`config.mk`:
```
export PLATFORM = sky130hd
export DESIGN_NAME = byte_parity_sram
export DESIGN_NICKNAME = d
export VERILOG_FILES = /design/src/rtl/brp_pkg.sv /design/src/rtl/brp_par_gen.sv /design/src/rtl/brp_array.sv /design/src/rtl/brp_check.sv /design/src/rtl/byte_parity_sram.sv
export SDC_FILE = /design/constraint.sdc
export NUM_CORES = 2
export LEC_CHECK = 0
export BUFFER_PORTS_ARGS = -buffer_cell sky130_fd_sc_hd__buf_2
export CAP_MARGIN = 15
export CORE_UTILIZATION = 45
export CTS_BUF_LIST = sky130_fd_sc_hd__clkbuf_8
export DETAILED_ROUTE_END_ITERATION = 7
export GPL_TIMING_DRIVEN = 1
export SYNTH_ARGS = -nofsm -noshare
export SYNTH_HDL_FRONTEND = slang
export SYNTH_SLANG_ARGS = --single-unit
```
`constraint.sdc`:
```
create_clock -name clk -period 5.1 [get_ports clk]
set_input_delay 0.51 -clock clk [delete_from_list [all_inputs] [get_ports clk]]
set_output_delay 0.51 -clock clk [all_outputs]
set_load 0.02 [all_outputs]
```
`src/rtl/brp_pkg.sv`:
```
package brp_pkg;

    localparam int BYTE_W = 8;

    typedef struct packed {
        logic rvalid;
        logic chk;
        logic flag;
        logic lock;
    } brp_flags_t;

endpackage

```
`src/rtl/brp_par_gen.sv`:
```
module brp_par_gen
    import brp_pkg::*;
#(
    parameter int BYTES = 4
) (
    input  logic [BYTES*BYTE_W-1:0] data,
    output logic [BYTES-1:0]        par
);

    // Even parity: one XOR tree per byte lane
    for (genvar g = 0; g < BYTES; g++) begin : g_lane
        assign par[g] = ^data[g*BYTE_W +: BYTE_W];
    end

endmodule

```
`src/rtl/brp_array.sv`:
```
module brp_array
    import brp_pkg::*;
#(
    parameter int ADDR_W = 6,
    parameter int BYTES  = 4
) (
    input  logic                    clk,
    input  logic                    wr_en,
    input  logic                    rd_en,
    input  logic [ADDR_W-1:0]       addr,
    input  logic [BYTES-1:0]        be,
    input  logic [BYTES*BYTE_W-1:0] wdata,
    input  logic [BYTES-1:0]        wpar,
    output logic [BYTES*BYTE_W-1:0] rdata,
    output logic [BYTES-1:0]        rpar
);

    localparam int DEPTH  = 1 << ADDR_W;
    localparam int LANE_W = BYTE_W + 1;

    // One 9-bit lane per byte: data plus its own parity, written together
    for (genvar g = 0; g < BYTES; g++) begin : g_lane
        logic [LANE_W-1:0] lane_mem [DEPTH];
        logic [LANE_W-1:0] rd_q;

        always_ff @(posedge clk) begin
            if (wr_en && be[g]) begin
                lane_mem[addr] <= {wpar[g], wdata[g*BYTE_W +: BYTE_W]};
            end
            if (rd_en) begin
                rd_q <= lane_mem[addr];
            end
        end

        assign rdata[g*BYTE_W +: BYTE_W] = rd_q[BYTE_W-1:0];
        assign rpar[g]                   = rd_q[BYTE_W];
    end

endmodule

```
`src/rtl/brp_check.sv`:
```
module brp_check
    import brp_pkg::*;
#(
    parameter int BYTES = 4
) (
    input  logic                    en,
    input  logic [BYTES-1:0]        lanes,
    input  logic [BYTES*BYTE_W-1:0] word,
    input  logic [BYTES-1:0]        par,
    output logic [BYTES-1:0]        bad
);

    logic [BYTES-1:0] recomputed;

    brp_par_gen #(.BYTES(BYTES)) u_regen (
        .data (word),
        .par  (recomputed)
    );

    always_comb begin
        bad = '0;
        if (en) begin
            bad = (recomputed ^ par) & lanes;
        end
    end

endmodule

```
`src/rtl/byte_parity_sram.sv`:
```
module byte_parity_sram
    import brp_pkg::*;
#(
    parameter int ADDR_W = 6,
    parameter int BYTES  = 4
) (
    input  logic                    clk,
    input  logic                    rst_n,
    input  logic                    chk_en,
    input  logic                    lock_set,
    input  logic                    flag_clr,
    input  logic                    req,
    input  logic                    we,
    input  logic [ADDR_W-1:0]       addr,
    input  logic [BYTES-1:0]        be,
    input  logic [BYTES*BYTE_W-1:0] wdata,
    input  logic [BYTES-1:0]        par_flip,
    output logic [BYTES*BYTE_W-1:0] rdata,
    output logic                    rvalid,
    output logic                    bus_err,
    output logic                    nmi,
    output logic                    brk_out,
    output logic                    err_flag,
    output logic                    lock_bit
);

    localparam int DATA_W = BYTES * BYTE_W;

    typedef struct packed {
        brp_flags_t       f;
        logic [BYTES-1:0] rbe;
    } state_t;

    state_t st_d, st_q;

    logic              wr_go, rd_go;
    logic [BYTES-1:0]  gen_par, wr_par, rd_par, bad_lanes;
    logic [DATA_W-1:0] rd_word;
    logic              err_now;

    assign wr_go = req && we;
    assign rd_go = req && !we;

    brp_par_gen #(.BYTES(BYTES)) u_wgen (
        .data (wdata),
        .par  (gen_par)
    );

    assign wr_par = gen_par ^ par_flip;

    brp_array #(.ADDR_W(ADDR_W), .BYTES(BYTES)) u_array (
        .clk   (clk),
        .wr_en (wr_go),
        .rd_en (rd_go),
        .addr  (addr),
        .be    (be),
        .wdata (wdata),
        .wpar  (wr_par),
        .rdata (rd_word),
        .rpar  (rd_par)
    );

    brp_check #(.BYTES(BYTES)) u_check (
        .en    (st_q.f.rvalid && st_q.f.chk),
        .lanes (st_q.rbe),
        .word  (rd_word),
        .par   (rd_par),
        .bad   (bad_lanes)
    );

    always_comb begin
        st_d     = st_q;
        err_now  = |bad_lanes;
        st_d.f.rvalid = rd_go;
        if (rd_go) begin
            st_d.f.chk = chk_en;
            st_d.rbe   = be;
        end
        // error set takes priority over a clear at the same edge
        st_d.f.flag = (st_q.f.flag && !flag_clr) || err_now;
        st_d.f.lock = st_q.f.lock || lock_set;
    end

    always_ff @(posedge clk or negedge rst_n) begin
        if (!rst_n) begin
            st_q <= '0;
        end else begin
            st_q <= st_d;
        end
    end

    assign rdata    = rd_word;
    assign rvalid   = st_q.f.rvalid;
    assign bus_err  = err_now;
    assign nmi      = err_now;
    assign brk_out  = err_now && st_q.f.lock;
    assign err_flag = st_q.f.flag;
    assign lock_bit = st_q.f.lock;

    // read data is presented the cycle after a read request
    assert_read_latency_R1: assert property (@(posedge clk) disable iff (!rst_n)
        (req && !we) |=> rvalid);

    // clean write directly followed by a covered read never errors
    assert_clean_roundtrip_R2: assert property (@(posedge clk) disable iff (!rst_n)
        ($past(req && we && (par_flip == '0), 2) && $past(req && !we)
         && ($past(addr) == $past(addr, 2))
         && (($past(be) & ~$past(be, 2)) == '0)) |-> !bus_err);

    // an error leaves the sticky flag set
    assert_flag_sticky_R5: assert property (@(posedge clk) disable iff (!rst_n)
        bus_err |=> err_flag);

    // a clear with no concurrent error empties the flag
    assert_flag_clear_R5: assert property (@(posedge clk) disable iff (!rst_n)
        (flag_clr && !bus_err) |=> !err_flag);

    // lock only leaves by reset
    assert_lock_hold_R6: assert property (@(posedge clk) disable iff (!rst_n)
        lock_bit |=> lock_bit);

    // checking disabled at request means no error on the data cycle
    assert_chk_off_R7: assert property (@(posedge clk) disable iff (!rst_n)
        $past(req && !we && !chk_en) |-> !bus_err);

endmodule

```
==> impl_metrics.tcl <==
set metrics [dict create \
    status "complete, no violations" \
    route.antenna.remaining_nets 0 \
    hold_viol 0 \
    grt.overflow.total 0 \
    dieArea_sq_mm 0.2061 \
    mappedNetlistArea_sq_mm 0.09193 \
    reg2reg_depth 5 \
    dpl.hpwl_um 180500 \
    start_util_pct 45.39 \
    p_clk_share_pct 38.1 \
    syn_area_per_cell_sq_um 18.49 \
    power_density_mw_per_mm2 376.0 \
    vdd_ir_drop_max_mv 0.2494 \
    cts_max_level 5 \
    core-area_sq_mm 0.2025 \
    synth_area_leader_cell "edfxtp_1" \
    setup_violations 0 \
    cts_resized 0 \
    p_leak_nw 34.43 \
    hold_end "u_array.g_lane[3].lane_mem[57][0]" \
    drtIter0Drc 8009 \
    crit_path_max_fanout 3 \
    gp_congestion 0.8953 \
    cts_setup_buffers 0 \
    p_sw_share_pct 23.80 \
    synthFlopType "edfxtp_1" \
    min_period_ns 4.207 \
    synth.most_common_cell "edfxtp_1" \
    p_sw_mw 9.350 \
    setup_tns_ns 0 \
    hold-path-cell-count 2 \
    ys_seq_elements 2348 \
    grt_max_degree 88 \
    num_io_pins 91 \
    syn_inst 4971 \
    synth_edf_count 2340 \
    routed_via_density 6.286 \
    grt_pass1_vias 51730 \
    ys.warnings.count 0 \
    clk-insertion-delay-late_ns 1.13 \
    fin_crit_sh_pct 82.48 \
    fin_area_sq_mm 0.1045 \
    drc_errors 0 \
    drtPass1Iterations 6 \
    critical_path_class "flip-flop to primary output" \
    ys_async_sr_fraction_pct 0.3407 \
    num_rows 165 \
    critical_path_arrival_ns 3.70 \
    antenna_found_initial 14 \
    wl_per_cell_um 35.10 \
    p_int_mw 29.94 \
    area.growth.synth_to_final_pct 13.66 \
    routed_wl_um 299000 \
    cts_tree "done" \
    portBuffers 90 \
    synth_fp_nets 5024 \
    post-place-ws_ns 0.8905 \
    nNetsFinal 5606 \
    min_path_type "input pin to flip-flop" \
    final_max_slew_viol_count 0 \
    stdcell_count 8518 \
    slew_headroom_pct 18.60 \
    critPathRequiredTime_ns 4.59 \
    worst_slack_ns 0.8934 \
    endpoint_kind "primary output" \
    min_from "wdata[24]" \
    maxCapViolations 0 \
    yosysTopAreaCellShare_pct 76.43 \
    grt_setup_unrepaired "no" \
    cts_buffers 391 \
    cts_sinks 2348 \
    vias 53550 \
    root_buffer "clkbuf_8" \
    place_area_sq_mm 0.09753 \
    r2r_start "u_array.g_lane[0].lane_mem[51][3]" \
    fmax_ghz 0.2377 \
    p_total_mw 39.29 \
    skew_ns 0.08739 \
    die_w_um 454.0 \
    synth_area_leaders "edfxtp_1, mux4_2, mux2i_1" \
    cp-start-kind "flip-flop" \
    fin_util_pct 51.59 \
    clk_pin_slew_ns 0.06 \
    n_fill_cell 16290 \
    grt_pass1_wl_um 411800 \
    combPwrFrac_pct 6.8 \
    die_y_um 454.0 \
    reg2reg_to "u_array.g_lane[0].rd_q[3]" \
    p_seq_share_pct 55.1 \
    cts_max_path_buffers 4 \
    r2r_slack_ns 2.08 \
    placed_cells_incl_taps 7817 \
    synth_commonest_cells "edfxtp_1, nor2_1, mux2i_1" \
    seq_area_frac_synth_pct 76.65 \
    grtUsageTotal_pct 28.76 \
    drive_gt1_share_pct 23.86 \
    synth_cell_type_count 78 \
    hold_ws_ns 0.08568 \
    worst_pin_slew_ns 1.218 \
]
[sequential cells by signal, summed over array words and instances (netlist names)]
name and flops:
lock_bit 1, err_flag 1, rvalid 1, u_array.g_lane.rd_q 36, st_q 5, u_array.g_lane.lane_mem 2304
[kinds of logic after synthesis]
| group | after synthesis | synth area share [%] |
|---|---|---|
| compound gates | 837 | 6.722 |
| xor+xnor | 52 | 0.6152 |
| buf+inv | 350 | 2.056 |
| flops | 2348 | 76.65 |
| mux | 649 | 10.31 |
| simple gates | 735 | 3.643 |
[layout by cell type (no fill, tap or decap), types with 138 or more instances in the layout]
cell | synthesis | final
inv_1 | 9 | 138
nand2_1 | 226 | 226
buf_4 | 45 | 405
mux2i_1 | 272 | 272
mux2_2 | 146 | 146
a221oi_1 | 178 | 178
nor2_1 | 313 | 308
mux4_2 | 221 | 221
clkbuf_8 | 0 | 399
a22oi_1 | 197 | 197
edfxtp_1 | 2340 | 2340
[area by class of cell]
class / instances / area [sq um] / share of cell area (%)
clock buffer: 399 / 5492 / 5.256
antenna: 16 / 40.04 / 0.03832
inverter: 10 / 51.30 / 0.04909
sequential: 2348 / 70470 / 67.44
tap: 2672 / 3343 / 3.200
timing repair buffer: 529 / 4051 / 3.877
multi-input combinational: 2273 / 19760 / 18.91
clock inverter: 271 / 1282 / 1.227
[worst max-delay path: stages (launching register included)]
cell      delay, ns
edfxtp_1       0.51
xnor2_1        0.27
xnor3_1        0.43
mux2i_1        0.84
o41ai_1        0.12
buf_4          0.20
nor2_1         0.07
buf_2          0.16
[timing repair]
item | in CTS | in global routing
endpoints found under the setup margin | 0 | 0
endpoints found under the hold margin | 24 | 0
hold buffers | 15 | 0
[power groups by stage]
| stage | clock network [mW] | registers (mW) | logic [mW] |
|---|---|---|---|
| final | 15.0 | 21.6 | 2.67 |
| after global routing | 15.9 | 21.6 | 2.76 |
| after CTS | 15.1 | 21.6 | 2.64 |
| after detailed placement | 0 | 22.0 | 2.63 |
| after global placement | 0 | 22.0 | 2.59 |
| after floorplan | 0 | 22.1 | 1.30 |
[worst max-delay path by stage]
| stage | start | end | depth (start not counted) |
|---|---|---|---|
| 2_1_floorplan | wdata[4] | u_array.g_lane[0].lane_mem[0][8] | 4 |
| 3_3_place_gp | addr[0] | u_array.g_lane[0].rd_q[3] | 8 |
| 3_5_place_dp | addr[0] | u_array.g_lane[0].rd_q[3] | 8 |
| 4_1_cts | u_array.g_lane[2].rd_q[6] | brk_out | 7 |
| 5_1_grt | u_array.g_lane[2].rd_q[6] | brk_out | 7 |
| 6_report | u_array.g_lane[2].rd_q[6] | brk_out | 7 |
[layer usage]
layer	global-route usage (%)	part of all wire (%)	wire length, um	vias up
met5	1.073	0.072	214	-
met3	7.401	11	33130	653
met2	44.20	46	138200	3553
met1	38.70	38	113800	27820
li1	-	-	-	21510
met4	12.45	4.5	13580	12
(Power assumes the default switching activity.)
